## config.mk

```make
export PLATFORM = sky130hd
export DESIGN_NAME = dslope_seq
export DESIGN_NICKNAME = d
export VERILOG_FILES = /design/src/rtl/dslope_seq.sv
export SDC_FILE = /design/constraint.sdc
export NUM_CORES = 1
export LEC_CHECK = 0
export BUFFER_PORTS_ARGS = -buffer_cell sky130_fd_sc_hd__buf_2
export CAP_MARGIN = 20
export CORE_ASPECT_RATIO = 1.25
export CORE_MARGIN = 4
export CORE_UTILIZATION = 40
export CTS_CLUSTER_DIAMETER = 150
export DETAILED_ROUTE_END_ITERATION = 12
export PLACE_DENSITY_LB_ADDON = 0.12
export SKIP_LAST_GASP = 1
export SYNTH_ARGS = -nofsm -noshare
export SYNTH_HDL_FRONTEND = slang
export SYNTH_SLANG_ARGS = --single-unit
```

## constraint.sdc

```tcl
create_clock -name clk -period 2.9 [get_ports clk]
set_input_delay 0.145 -clock clk [delete_from_list [all_inputs] [get_ports clk]]
set_output_delay 0.145 -clock clk [all_outputs]
set_load 0.005 [all_outputs]
```

## src/rtl/dslope_seq.sv

```systemverilog
module dslope_seq #(
  parameter int AZ_LEN    = 10000,
  parameter int INT_LEN   = 10000,
  parameter int IZ_LEN    = 200,
  parameter int MAX_DEINT = 20000,
  parameter int RES_W     = $clog2(MAX_DEINT + 1) + 1
) (
  input  logic                    clk,
  input  logic                    rst_n,
  input  logic                    run,
  input  logic                    cmp,
  output logic                    sw_in,
  output logic                    sw_refp,
  output logic                    sw_refn,
  output logic                    sw_az,
  output logic                    sw_ref,
  output logic                    sw_buf,
  output logic                    sw_iz,
  output logic signed [RES_W-1:0] result,
  output logic                    valid,
  output logic                    overrange
);

  localparam int L_A   = (AZ_LEN > INT_LEN) ? AZ_LEN : INT_LEN;
  localparam int L_B   = (L_A > IZ_LEN) ? L_A : IZ_LEN;
  localparam int L_MAX = (L_B > MAX_DEINT) ? L_B : MAX_DEINT;
  localparam int CNT_W = $clog2(L_MAX + 1);

  typedef enum logic [3:0] {
    S_IDLE, S_AZ, S_G1, S_INT, S_G2, S_DEI, S_G3, S_IZ, S_G4
  } phase_t;

  phase_t           st;
  logic [CNT_W-1:0] cnt;
  logic             pol;
  logic [RES_W-1:0] mag_now;
  logic [RES_W-1:0] mag_max;

  assign mag_now = RES_W'(cnt);
  assign mag_max = RES_W'(MAX_DEINT);

  assign sw_in   = (st == S_INT);
  assign sw_refp = (st == S_DEI) &&  pol;
  assign sw_refn = (st == S_DEI) && !pol;
  assign sw_az   = (st == S_AZ);
  assign sw_ref  = (st == S_AZ);
  assign sw_buf  = (st == S_AZ) || (st == S_DEI) || (st == S_IZ);
  assign sw_iz   = (st == S_IZ);

  always_ff @(posedge clk or negedge rst_n) begin
    if (!rst_n) begin
      st        <= S_IDLE;
      cnt       <= '0;
      pol       <= 1'b0;
      result    <= '0;
      valid     <= 1'b0;
      overrange <= 1'b0;
    end else begin
      valid <= (st == S_G3);
      case (st)
        S_IDLE: begin
          cnt <= '0;
          if (run) st <= S_AZ;
        end
        S_AZ: begin
          if (cnt == CNT_W'(AZ_LEN - 1)) begin
            st  <= S_G1;
            cnt <= '0;
          end else cnt <= cnt + 1'b1;
        end
        S_G1: st <= S_INT;
        S_INT: begin
          if (cnt == CNT_W'(INT_LEN - 1)) begin
            pol <= cmp;
            st  <= S_G2;
            cnt <= '0;
          end else cnt <= cnt + 1'b1;
        end
        S_G2: st <= S_DEI;
        S_DEI: begin
          if (cmp != pol) begin
            st        <= S_G3;
            result    <= pol ? mag_now : -mag_now;
            overrange <= 1'b0;
          end else if (cnt == CNT_W'(MAX_DEINT - 1)) begin
            st        <= S_G3;
            result    <= pol ? mag_max : -mag_max;
            overrange <= 1'b1;
          end else cnt <= cnt + 1'b1;
        end
        S_G3: begin
          st  <= S_IZ;
          cnt <= '0;
        end
        S_IZ: begin
          if (cnt == CNT_W'(IZ_LEN - 1)) begin
            st  <= S_G4;
            cnt <= '0;
          end else cnt <= cnt + 1'b1;
        end
        S_G4: begin
          cnt <= '0;
          st  <= run ? S_AZ : S_IDLE;
        end
        default: st <= S_IDLE;
      endcase
    end
  end

endmodule

```

Word-level counts from Yosys, hierarchy flattened. Index checks and enable logic that the tools add are counted.

Muxes and demuxes: 19. Equality and inequality tests: 19. $add $sub $neg: 2. Reductions and logical operators: 14.

Operators by type and width (count): $mux W16 (4); $mux W15 (4); $pmux W15 S4 (1); $pmux W4 S9 (1); $mux W4 (6); $eq A4 B3 Y1 const B (4); $neg A15 Y16 (1); $add A15 B1 Y15 const B (1); $eq A15 B14 Y1 const B (1); $eq A15 B15 Y1 const B (1); $eq A15 B8 Y1 const B (1); $eq A4 B2 Y1 const B (2); $ne A2 B1 Y1 const B (3); $ne A2 B2 Y1 const B (3); $reduce_and A5 Y1 (1); $eq A4 B1 Y1 const B (1); $eq A4 B4 Y1 const B (1); $logic_not A4 Y1 (1); $reduce_and A2 Y1 (2); $reduce_bool A4 Y1 (1); $mux W1 (3); $ne A3 B1 Y1 const B (1); $reduce_and A3 Y1 (1); $reduce_or A3 Y1 (1); other kinds (6) (8).

Output and inout port bits: 25. Flip-flop bits (word level): 38. Input port bits: 4.

Longest topological paths before layout. Gate-level depths: netlist of the first run.

Depth after elaboration: 4. Gate-level depth with buffers: 7. Depth with buffers taken out: 7.

Least setup slack after synthesis of the first run. OpenSTA, ideal clock, no wires.

Kind: reg-to-reg. Start point: register cnt[11]. End point: register cnt[5]. Path buffers: 2. Setup slack: 734 ps. Setup time: 130 ps. Required time: 2770 ps. Arrival: 2036 ps. Stages on the path, launching flop included: 8. Period minus slack after synthesis: 2166 ps. Path through: dfrtp_1 > clkbuf_1 > or4_1 > nor4b_1 > a31oi_1 > nor4_4 > buf_4 > a21oi_1.

Longest elaborated chain between the ends: 3. Elaborated cells between the ends (all ways): 8. Those cells by class: eq/ne: 4; mux: 3; reduce/logical: 1.

Ends and longest elaborated chain: from (decl) (RTL line 34) `logic [CNT_W-1:0] cnt;`; from (signal assigned) (RTL line 69) `end else cnt <= cnt + 1'b1;`; from (signal assigned) (RTL line 77) `end else cnt <= cnt + 1'b1;`; from (signal assigned) (RTL line 89) `end else cnt <= cnt + 1'b1;`; $eq A15 B8 Y1, or another cell as far along (RTL line 96) `if (cnt == CNT_W'(IZ_LEN - 1)) begin`; $mux W15, or another cell as far along (RTL line 96); $pmux W15 S4 / $reduce_and A3 Y1 (equally long branches).

Several ways; a longest one is shown, not always the timed one. A chain may end at the register's enable or synchronous reset.

Worst setup path in the final report of the first run.
Start point: register cnt[10]. End point: register cnt[0].

The elaborated chain is that of the path after synthesis.

==> results of run 1 <==
[sequential cells by signal, summed over array words and instances (netlist names)]
register and flops:
valid 1, overrange 1, cnt 15, result 16
pol 1, st 4
[worst min path at each step]
stage / start / endpoint / slack, ns / cells past startpoint
5_1_grt: rst_n / result[0]$_DFFE_PN0P_ / 0.03 / 1
3_3_place_gp: rst_n / valid$_DFF_PN0_ / 0.32 / 1
2_1_floorplan: rst_n / cnt[0]$_DFFE_PN0P_ / -0.15 / 0
6_report: rst_n / cnt[0]$_DFFE_PN0P_ / -0.04 / 1
4_1_cts: rst_n / cnt[0]$_DFFE_PN0P_ / 0.001 / 1
3_5_place_dp: rst_n / valid$_DFF_PN0_ / 0.33 / 1
[metal layers]
layer | track usage [%] | up-vias | part of all wire (%)
met5 | 0 | - | 0
met4 | 6.268 | 0 | 1.8
met3 | 3.686 | 15 | 6.1
met2 | 31.43 | 92 | 48
met1 | 27.29 | 1071 | 44
li1 | - | 1082 | -
[power by group through the flow]
| stage | Combinational (W) | Clock, W | Sequential (W) |
|---|---|---|---|
| after floorplan | 0.000550 | 0 | 0.000683 |
| after global placement | 0.000717 | 0 | 0.000759 |
| after detailed placement | 0.000712 | 0 | 0.000758 |
| after CTS | 0.000718 | 0.000473 | 0.000748 |
| after global routing | 0.000811 | 0.000489 | 0.000770 |
| final | 0.000721 | 0.000461 | 0.000750 |
[layout make-up]
cell class,instances,area (sq um)
clock buffer,5,68.82
multi-input combinational,213,1353
sequential,38,950.9
tap,82,102.6
fill,565,3108
inverter,9,33.78
clock inverter,3,40.04
timing repair buffer,36,200.2
[cells in the final DEF (no fill, tap or decap), types with 3 or more instances in the layout]
cell type  instances
o21ai_0           15
buf_2             28
a21oi_1           19
nor3_1            17
o22ai_1            4
nor2b_1            3
xor2_1            11
nand3b_1           3
nand2_1           14
dfrtp_1           38
o31ai_1            5
a22o_1             5
nand3_1            9
clkbuf_8           5
o21a_1             3
xnor2_1            6
buf_4              8
a31oi_1            5
nor2_1            32
o2111ai_1          7
o21ai_1            3
and3_1             3
or3_1              5
or4_1              5
inv_1              7
[metrics by stage]
step	worst slack, ns	hold slack, ns	utilization (%)	cells
2_1_floorplan	0.7343	-0.1506	-	283
4_1_cts	0.4990	0.001108	46.93	386
3_3_place_gp	0.5190	0.3186	45.08	378
5_1_grt	0.3452	0.03419	46.93	386
3_5_place_dp	0.5269	0.3256	45.08	378
6_report	0.4913	-0.03671	46.93	386
[synthesized netlist by cell type, drive strengths merged, types with 9 or more instances]
cell type	n	area share [%]
nor2	32	4.9
dfrtp	38	39
nor3	17	3.5
nand2	14	2.1
nand3	9	1.8
xor2	11	3.9
clkbuf	16	2.5
o21ai	18	3.7
a21oi	20	4.5
[kinds of logic (layout without fill, tap and decap cells)]
| family | count (synthesis) | count (layout) |
|---|---|---|
| AND/OR/NAND/NOR | 109 | 109 |
| AO/OA/AOI/OAI | 83 | 83 |
| flip-flops | 38 | 38 |
| buffers and inverters | 32 | 53 |
| XOR/XNOR | 17 | 17 |
| adder cells (fa/ha/maj) | 2 | 2 |
| multiplexers | 2 | 2 |
==> results.cfg, run 1 <==
[synth]
muxShareOfSynthArea_pct = 0.8172
synthArstFlopShare_pct = 100.0
syn_area_per_cell_sq_um = 8.657
netlist_instances = 283
synth_top_family_by_area = simple AND/OR/NAND/NOR gates
synth.distinct_cells = 57
synth_compound_area_share_pct = 22.83
synth_xor_area_share_pct = 6.078
ys_seq_area_share_pct = 38.82
syn_area_sq_um = 2450
yosys_register_bits = 38
ys.warnings.count = 0
synthesis.nets = 289
synthAdderAreaFrac_pct = 1.021
synth_ff_type = dfrtp_1
synth_edf_count = 0
synthSimpleGateAreaFrac_pct = 24.46

[clocking]
cts_tree = yes
cts.reportedPaths.clkPinSlew_ns = 0.09
cts_buffer_depth = 2
clk_latency_ns = 0.30
htreeDepth = 2
cts_resized = 0
holdBufCountCts = 0
cts.sinks = 38
cts_buffers = 5
post_cts_buffers = 0
cts_root_buffer = clkbuf_8

[worst_setup_path]
slowest_delay_ns = 0.60
cp_top_family = simple AND/OR/NAND/NOR gates
crit_end = cnt[0]$_DFFE_PN0P_
critPathSlowestCell = or4_1
r2r_slack_ns = 0.49
r2r-start = cnt[10]$_DFFE_PN0P_
critPathCaptureType = flop
cp.arrival_ns = 2.58
critPathLaunchType = flop
reg2reg_depth = 5
crit_start = cnt[10]$_DFFE_PN0P_
path_class = reg -> reg
critical_path.max_fanout = 10
cp_cell_sequence = or4_1 -> nor4b_1 -> a31oi_1 -> nor3_1 -> o21ai_0
cp_num_cells = 5
crit_buf_inv = 0
r2r-end = cnt[0]$_DFFE_PN0P_
cp.required_ns = 3.07

[power]
clockPowerShare_pct = 23.9
p_sw_share_pct = 38.99
switching_power_w = 0.0007533
power.density_nw_per_um2 = 702.9
internal-power_w = 0.001179
ir_drop_v = 0.0002432
p_leak_nw = 1.209
pwr-share-comb_pct = 37.3
total_power_w = 0.001932
p_seq_share_pct = 38.8

[run]
max_cap_violations = 0

[route]
viasPerCell = 5.855
drt_pass1_iterations = 5
drt_iter0_markers = 126
via_count = 2260
wirelength_um = 6864
postRouteAntennaNets = 0
wl_per_cell_um = 17.78
drc = 0

[timing]
fmax_mhz = 415.2
finalCritPeriodShare_pct = 83.06
report.final.slew_viol_count = 0
hold_violations = 38
finalCriticalPeriod_ns = 2.409
skew_ns = 0.01059
tightest_slew_ns = 0.8866
setup_violations = 0
slew_headroom_pct = 40.89
grt_setup_unrepaired = no
fin_tns_setup_ns = 0
whs_ns = -0.03671

[cells_and_area]
area_delta_synth_final_pct = 12.21
final_nets = 309
fin_area_sq_um = 2749
antennaDiodeCount = 0
layout-drive-gt1-share_pct = 16.78

[placement]
dp_hpwl_um = 4984
place.gp.congestion = 0.8673
placed_cell_area_sq_um = 2640
io_buffers = 28

[global_routing]
grt_pass1_wl_um = 11720
antenna_found_initial = 0
overflow = 0
grt_usage_pct = 19.77
grt_start_max_net_pins = 39
grt_pass1_vias = 2281

[floorplanning]
pin_count = 29
design.core.area_sq_um = 5857
design.die.area_sq_um = 7448
die_x_um = 78.00
die-height_um = 95.50
std_cell_rows = 31
initial_utilization_pct = 41.83

[worst_hold_path]
worstHoldPathType = in -> async

[run_status]
outcome = finished, violations left
violations = hold timing
Note: power is estimated with default switching activity, not from simulation.
==> run 2: changes to the inputs <==
==> constraint.sdc (replaced) <==
create_clock -name clk -period 1.9 [get_ports clk]
set_input_delay 0.095 -clock clk [delete_from_list [all_inputs] [get_ports clk]]
set_output_delay 0.095 -clock clk [all_outputs]
set_load 0.005 [all_outputs]
==> results.cfg, run 2 (synthesized netlist as in run 1, its figures left out) <==
[power]
p_seq_share_pct = 27.9
internal-power_w = 0.002445
clockPowerShare_pct = 23.1
pwr-share-comb_pct = 49.0
ir_drop_v = 0.0004999
p_leak_nw = 1.709
p_sw_share_pct = 35.80
switching_power_w = 0.001364
total_power_w = 0.003809
power.density_nw_per_um2 = 1024

[cells_and_area]
top_regs = result (16), cnt (15), st (4)
multi_input_area_sq_um = 1625
largest_register = result
largest_reg_flops = 16
final_util_pct = 63.49
fin_area_sq_um = 3719
layout-drive-gt1-share_pct = 43.78
antennaDiodeCount = 0
final_nets = 391
fillers = 474
layout_common_cells = buf_4, dfrtp_1, nor2_1
ff_latch_area_sq_um = 950.9
area_delta_synth_final_pct = 51.79
layout_commonest_cell = buf_4

[worst_hold_path]
worstHoldPathType = in -> reg

[floorplanning]
die_x_um = 78.00
initial_utilization_pct = 41.83
design.die.area_sq_um = 7448
design.core.area_sq_um = 5857
std_cell_rows = 31
die-height_um = 95.50
pin_count = 29

[placement]
dp_hpwl_um = 5529
place.gp.congestion = 0.8690
io_buffers = 28
placed_cell_area_sq_um = 3177
dp_slack_ns = -0.3578

[clocking]
clk_latency_ns = 0.30
htreeDepth = 2
cts_buffer_depth = 2
cts_root_buffer = clkbuf_8
cts.reportedPaths.clkPinSlew_ns = 0.09
cts_tree = yes
cts_buffers = 5
cts.sinks = 38

[route]
via_count = 2610
viasPerCell = 5.577
postRouteAntennaNets = 0
drt_iter0_markers = 190
wl_per_cell_um = 16.82
wirelength_um = 7872
drc = 0
drt_pass1_iterations = 4

[worst_setup_path]
critPathCaptureType = flop
critical_path.max_fanout = 5
cp_common_cell = or4_4
path_class = reg -> reg
crit_buf_inv = 0
slowest_delay_ns = 0.59
cp.arrival_ns = 2.31
cp_cell_sequence = or4_4 -> or4_4 -> a21oi_4 -> or4_1 -> a21oi_1
cp.required_ns = 2.09
critPathSlowestCell = or4_4
cp_top_family = simple AND/OR/NAND/NOR gates
critPathLaunchType = flop

[global_routing]
overflow = 0
grt.busiest_layer = met2
grt_usage_pct = 21.62
antenna_found_initial = 0
grt_pass1_vias = 2547
grt_start_max_net_pins = 39
grt_pass1_wl_um = 12720
met2_usage_pct = 37.00
use_met1_pct = 27.73
grtUsageMet3_pct = 3.403

[timing]
finalCritPeriodShare_pct = 111.7
skew_ns = 0.01015
fin_ws_ns = -0.2232
report.final.slew_viol_count = 0
hold_violations = 0
slew_headroom_pct = 65.50
fmax_mhz = 471.0
setup_violations = 36
grt_setup_unrepaired = yes
finalCriticalPeriod_ns = 2.123
tightest_slew_ns = 0.5158

[run]
max_cap_violations = 0

[run_status]
outcome = finished, violations left
violations = setup timing
==> run 2: what timing repair did <==
item / CTS / global route
pin swaps: 5 / 23
gates cloned: 1 / 0
setup buffers: 5 / 10
endpoints found under the hold margin: 38 / 0
hold buffers: 1 / 0
setup endpoints to repair: 37 / 38
gates resized for setup: 17 / 40
==> run 2: stage by stage <==
stage	std cells	hold WS (ns)	setup TNS, ns
detailed placement	444	0.1887	-8.350
CTS	459	0.1055	-5.469
global placement	444	0.1811	-8.409
finish	468	0.08770	-5.457
floorplan	283	-0.2006	-3.777
global route	468	0.1068	-8.138
==> run 2: power by group through the flow <==
| stage | combinational, W | sequential (W) | clock, W |
|---|---|---|---|
| after floorplan | 0.000855 | 0.00104 | 0 |
| after global placement | 0.00151 | 0.00108 | 0 |
| after detailed placement | 0.00152 | 0.00108 | 0 |
| after CTS | 0.00160 | 0.00106 | 0.000893 |
| after global routing | 0.00201 | 0.00108 | 0.000921 |
| final | 0.00187 | 0.00106 | 0.000879 |
==> run 2: final timing paths <==
check	slack, ns	endpoint	cells after the start	start
max	-0.22	cnt[4]$_DFFE_PN0P_	5	cnt[6]$_DFFE_PN0P_
min	0.09	st[0]$_DFFE_PN0P_	3	run
max reg2reg	-0.22	cnt[4]$_DFFE_PN0P_	5	cnt[6]$_DFFE_PN0P_
min reg2reg	0.48	result[15]$_DFFE_PN0P_	1	result[15]$_DFFE_PN0P_
max in group asynchronous	1.17	cnt[9]$_DFFE_PN0P_	3	rst_n
min in group asynchronous	0.38	valid$_DFF_PN0_	3	rst_n
==> run 2: area by class of cell <==
cell class | instances | share of cell area, %
flip-flops and latches | 38 | 25.57
repair buffers | 117 | 23.15
clock inverters | 2 | 1.615
inverters | 9 | 0.9758
clock buffers | 6 | 2.221
multi-input cells | 214 | 43.71
well taps | 82 | 2.759
==> run 2: metal layers <==
metal | wire [um] | share of wire, %
met1 | 3573 | 45
met2 | 3881 | 49
met3 | 281 | 3.6
met4 | 136 | 1.7
met5 | 0 | 0
==> run 2: worst register-to-register path: stages, from the launching register on <==
cell	delay (ns)
dfrtp_1	0.41
or4_4	0.54
or4_4	0.59
a21oi_4	0.27
or4_1	0.15
a21oi_1	0.06
